==> src/rtl/frac_mac.sv <==
module frac_mac #(
  parameter int DW = 24,
  parameter int EW = 8
) (
  input  logic                   clk,
  input  logic                   rst_n,
  input  logic                   wr_en,
  input  logic [1:0]             wr_sel,
  input  logic [DW-1:0]          wr_data,
  input  logic                   issue,
  input  logic [1:0]             op,
  input  logic                   dst,
  input  logic [1:0]             sel_a,
  input  logic [1:0]             sel_b,
  input  logic                   sgn_a,
  input  logic                   sgn_b,
  input  logic                   frac,
  input  logic                   rnd,
  input  logic                   rd_sel,
  output logic [DW-1:0]          rd_data,
  output logic                   rd_lim,
  output logic [EW+2*DW-1:0]     acc_a,
  output logic [EW+2*DW-1:0]     acc_b,
  output logic                   ovf
);
  localparam int AW = EW + 2*DW;
  localparam int PW = 2*DW + 2;
  localparam logic [AW:0] HALF  = {{(AW+1-DW){1'b0}}, 1'b1, {(DW-1){1'b0}}};
  localparam logic [AW:0] LOMSK = {{(AW+1-DW){1'b0}}, {DW{1'b1}}};
  localparam logic [AW:0] TIEB  = {{(AW-DW){1'b0}}, 1'b1, {DW{1'b0}}};
  localparam logic [DW-1:0] PMAX = {1'b0, {(DW-1){1'b1}}};
  localparam logic [DW-1:0] NMAX = {1'b1, {(DW-1){1'b0}}};

  logic [DW-1:0] opnd [4];

  always_ff @(posedge clk) begin
    if (!rst_n) begin
      for (int i = 0; i < 4; i++) opnd[i] <= '0;
    end else if (wr_en) begin
      opnd[wr_sel] <= wr_data;
    end
  end

  // stage 1: operand extension and multiply
  logic [DW-1:0] va, vb;
  logic [PW-1:0] xa, xb, pm, pf;
  assign va = opnd[sel_a];
  assign vb = opnd[sel_b];
  assign xa = {{(PW-DW){sgn_a & va[DW-1]}}, va};
  assign xb = {{(PW-DW){sgn_b & vb[DW-1]}}, vb};
  assign pm = xa * xb;
  assign pf = frac ? {pm[PW-2:0], 1'b0} : pm;

  logic          s1_vld, s1_dst, s1_rnd;
  logic [1:0]    s1_op;
  logic [PW-1:0] s1_prod;

  always_ff @(posedge clk) begin
    if (!rst_n) begin
      s1_vld  <= 1'b0;
      s1_dst  <= 1'b0;
      s1_rnd  <= 1'b0;
      s1_op   <= '0;
      s1_prod <= '0;
    end else begin
      s1_vld <= issue;
      if (issue) begin
        s1_dst  <= dst;
        s1_rnd  <= rnd;
        s1_op   <= op;
        s1_prod <= pf;
      end
    end
  end

  // stage 2: accumulate, round, write back
  logic [AW-1:0] cur;
  logic [AW:0]   base, pext, sum, rsum, rcut, res;
  logic          tie, over;
  assign cur  = s1_dst ? acc_b : acc_a;
  assign base = s1_op[1] ? '0 : {cur[AW-1], cur};
  assign pext = {{(AW+1-PW){s1_prod[PW-1]}}, s1_prod};
  assign sum  = s1_op[0] ? base - pext : base + pext;
  assign tie  = (sum & LOMSK) == HALF;
  assign rsum = sum + HALF;
  assign rcut = tie ? (rsum & ~LOMSK & ~TIEB) : (rsum & ~LOMSK);
  assign res  = s1_rnd ? rcut : sum;
  assign over = res[AW] ^ res[AW-1];

  always_ff @(posedge clk) begin
    if (!rst_n) begin
      acc_a <= '0;
      acc_b <= '0;
      ovf   <= 1'b0;
    end else begin
      ovf <= s1_vld & over;
      if (s1_vld && !s1_dst) acc_a <= res[AW-1:0];
      if (s1_vld &&  s1_dst) acc_b <= res[AW-1:0];
    end
  end

  // limiter readout
  logic [EW:0]   hi;
  logic [DW-1:0] mid;
  assign hi      = rd_sel ? acc_b[AW-1:2*DW-1] : acc_a[AW-1:2*DW-1];
  assign mid     = rd_sel ? acc_b[2*DW-1:DW]   : acc_a[2*DW-1:DW];
  assign rd_lim  = !((&hi) || !(|hi));
  assign rd_data = rd_lim ? (hi[EW] ? NMAX : PMAX) : mid;

  p_idle_hold_r5: assert property (@(posedge clk) disable iff (!rst_n)
    !s1_vld |=> ($stable(acc_a) && $stable(acc_b)));
  p_keep_b_r4: assert property (@(posedge clk) disable iff (!rst_n)
    (s1_vld && !s1_dst) |=> $stable(acc_b));
  p_keep_a_r4: assert property (@(posedge clk) disable iff (!rst_n)
    (s1_vld && s1_dst) |=> $stable(acc_a));
  p_round_low_r6: assert property (@(posedge clk) disable iff (!rst_n)
    (s1_vld && s1_rnd && !s1_dst) |=> (acc_a[DW-1:0] == '0));
  p_sat_code_r7: assert property (@(posedge clk) disable iff (!rst_n)
    rd_lim |-> (rd_data == PMAX || rd_data == NMAX));
  p_ovf_src_r8: assert property (@(posedge clk) disable iff (!rst_n)
    ovf |-> $past(s1_vld));
endmodule

==> config.mk <==
export PLATFORM = sky130hd
export DESIGN_NAME = frac_mac
export DESIGN_NICKNAME = d
export VERILOG_FILES = /design/src/rtl/frac_mac.sv
export SDC_FILE = /design/constraint.sdc
export NUM_CORES = 2
export LEC_CHECK = 0
export ABC_AREA = 1
export ABC_CLOCK_PERIOD_IN_PS = 11300
export CAP_MARGIN = 5
export CORE_UTILIZATION = 55
export CTS_CLUSTER_DIAMETER = 60
export DETAILED_ROUTE_END_ITERATION = 10
export PLACE_DENSITY = 0.73
export SLEW_MARGIN = 25
export SYNTH_ARGS = -nofsm -noshare
export SYNTH_HDL_FRONTEND = slang
export SYNTH_SLANG_ARGS = --single-unit
==> constraint.sdc <==
create_clock -name clk -period 11.3 [get_ports clk]
set_input_delay 3.39 -clock clk [delete_from_list [all_inputs] [get_ports clk]]
set_output_delay 3.39 -clock clk [all_outputs]
set_load 0.02 [all_outputs]
==> flow_metrics.env <==
export IMPL_synth_ff_type="dfxtp_1"
export IMPL_status="complete, no violations"
export IMPL_grt_pass1_vias=39700
export IMPL_pin_count=180
export IMPL_ys_seq_area_share_pct=14.5
export IMPL_vias_per_cell=5.60
export IMPL_finalCritPeriodShare_pct=96.4
export IMPL_critPathLaunchType="input port"
export IMPL_die_w_um=282
export IMPL_setup_tns_ns=0
export IMPL_grt_max_degree=100
export IMPL_yosys_register_bits=264
export IMPL_min_period_ns=10.89
export IMPL_whs_ns=0.510
export IMPL_drive_gt1_share_pct=8.16
export IMPL_io_buffers=179
export IMPL_wl_per_cell_um=21.7
export IMPL_busiest_layer="met2"
export IMPL_mappedNetlistArea_um2=43000
export IMPL_postCtsHoldBufs=0
export IMPL_postCtsSetupRepairBufs=0
export IMPL_synth_cells=5981
export IMPL_synth_edf_count=96
export IMPL_clkLatencyLatePin_ns=0.59
export IMPL_gp_congestion=1.04
export IMPL_slowest_delay_ns=0.56
export IMPL_final_cell_mix="nand2_1 (1,409), inv_1 (1,262), nor2_1 (700)"
export IMPL_clkSlewWorstSetupHoldPaths_ns=0.06
export IMPL_core_area_um2=77500
export IMPL_setup_violations=0
export IMPL_drtIter0Drc=4788
export IMPL_post_cts_resized=0
export IMPL_final_common_cell="nand2_1"
export IMPL_fin_worst_skew_ns=0.0354
export IMPL_avgSynthCellArea_um2=7.19
export IMPL_worst_slack_ns=0.409
export IMPL_grt_use_total_pct=40.9
export IMPL_hold_path_class="flip-flop to flip-flop"
export IMPL_worst_pin_slew_ns=1.14
export IMPL_synthTopCellsByArea="fa_1 (31%), nand2_1 (12%), inv_1 (11%)"
export IMPL_synth_fp_nets=6881
export IMPL_syn_to_final_growth_pct=14.2
export IMPL_critPathCaptureType="flip-flop"
export IMPL_yosys_warnings=0
export IMPL_grt_setup_unrepaired="false"
export IMPL_post_route_drc_count=0
export IMPL_grt_pass1_wl_um=240000
export IMPL_gr_total_overflow=0
export IMPL_wl_um=160000
export IMPL_cts_root_buf="clkbuf_16"
export IMPL_ys_async_sr_fraction_pct=0
export IMPL_maxSlewViolCount=0
export IMPL_dpl_worst_slack_ns=0.0159
export IMPL_max_slew_margin_rel_pct=23.1
export IMPL_rows=102
export IMPL_path_max_fanout=36
export IMPL_cts_tree="built"
export IMPL_cp_required_ns=11.77
export IMPL_post_dp_hpwl_um=133000
export IMPL_cp_slowest_cell="fa_1"
export IMPL_clk_path_buf_depth=3
export IMPL_critPathArrivalTime_ns=11.36
export IMPL_die_h_um=282
export IMPL_start_util_pct=55.5
export IMPL_hold_viol_final=0
export IMPL_dieArea_um2=79300
export IMPL_vias=41200
export IMPL_drt_antenna_violating_nets=0
export IMPL_final_nets=7185
export IMPL_first_pass_iters=6
export IMPL_critical_path_class="input port to flip-flop"
export IMPL_htree_levels=2
export IMPL_synth_top_area_share_pct=30.7
export IMPL_synth_cell_types=61
export IMPL_antenna_found_initial=3
export IMPL_synth_largest_area_cell="fa_1"
export IMPL_clkSinkCount=264
export IMPL_grt_use_met1_pct=59.6
export IMPL_grt_util_met2_pct=60.5
export IMPL_maxCapViolCount=0
export IMPL_cts_buffers=37
export IMPL_grt_util_met3_pct=7.33
export IMPL_fmaxAchievable_mhz=91.8
## cell families (layout without fill, tap and decap cells)
family | after synthesis | count (layout) | share of synthesized area [%]
simple gates | 2522 | 2522 | 24.2
fa+ha+maj | 858 | 858 | 36.5
buf+inv | 1525 | 1856 | 13.4
compound gates | 677 | 677 | 8.69
xor+xnor | 134 | 134 | 2.73
flops | 264 | 264 | 14.5
other cells | 0 | 3 | 0
mux | 1 | 1 | 0.0233
## critical path: cells and delay by family
family | cells | cell delay (ns)
fa+ha+maj | 8 | 3.88
buf+inv | 11 | 1.63
compound gates | 6 | 1.26
simple gates | 7 | 1.16
## path summary, 6_finish.rpt
kind	startpoint	to	slack (ns)	cells past startpoint
setup / recovery	sel_a[1]	s1_prod[40]$_SDFFE_PN0P_	0.41	32
hold / removal	acc_a[0]$_SDFFE_PN0P_	acc_a[0]$_SDFFE_PN0P_	0.51	2
setup reg to reg	opnd[0][4]$_SDFFCE_PN0P_	s1_prod[48]$_SDFFE_PN0P_	3.60	31
hold reg to reg	acc_a[0]$_SDFFE_PN0P_	acc_a[0]$_SDFFE_PN0P_	0.51	2
## layout make-up
class                   count  area (um^2)
multi-input cells        4192        31100
fillers                  7156        28300
flip-flops and latches    264         6250
inverters                1305         4900
repair buffers            485         4350
well taps                1040         1300
clock buffers              48         1020
clock inverters            18          218
diodes                      3         7.51
## registers in the layout, summed over array words and instances, names as in the netlist
signal / cells
s1_dst: 1
s1_op: 2
s1_prod: 50
acc_a: 56
s1_rnd: 1
s1_vld: 1
opnd: 96
acc_b: 56
ovf: 1
## stage by stage
stage	instances	util [%]	cell area [um^2]
final	7355	63.4	49100
after global routing	7352	63.4	49100
after CTS	7352	63.4	49100
after detailed placement	7286	61.8	47900
after global placement	7286	61.8	47900
after floorplan	5981	-	43000
## cells in the mapped netlist, drive strengths merged (9+ instances only)
cell / instances
a21oi: 284
nand3: 179
xnor2: 41
fa: 659
nor2: 737
buf: 24
ha: 199
or2: 13
o21ai: 272
a32oi: 45
inv: 1289
dfxtp: 168
nand4: 48
nor3: 67
nand2: 1446
xor2: 93
clkbuf: 196
clkinv: 16
nor4: 15
edfxtp: 96
nand3b: 9
a31oi: 20
o211ai: 16
## metal layers
layer / share of wire [%] / wire length, um
met1: 42 / 66600
met3: 12 / 19000
met5: 0.011 / 18
met4: 4.3 / 6830
met2: 42 / 67300
Power is left out: the tool's default activity adds up to more than one toggle a clock period on the data nets, which glitch-free logic cannot reach.
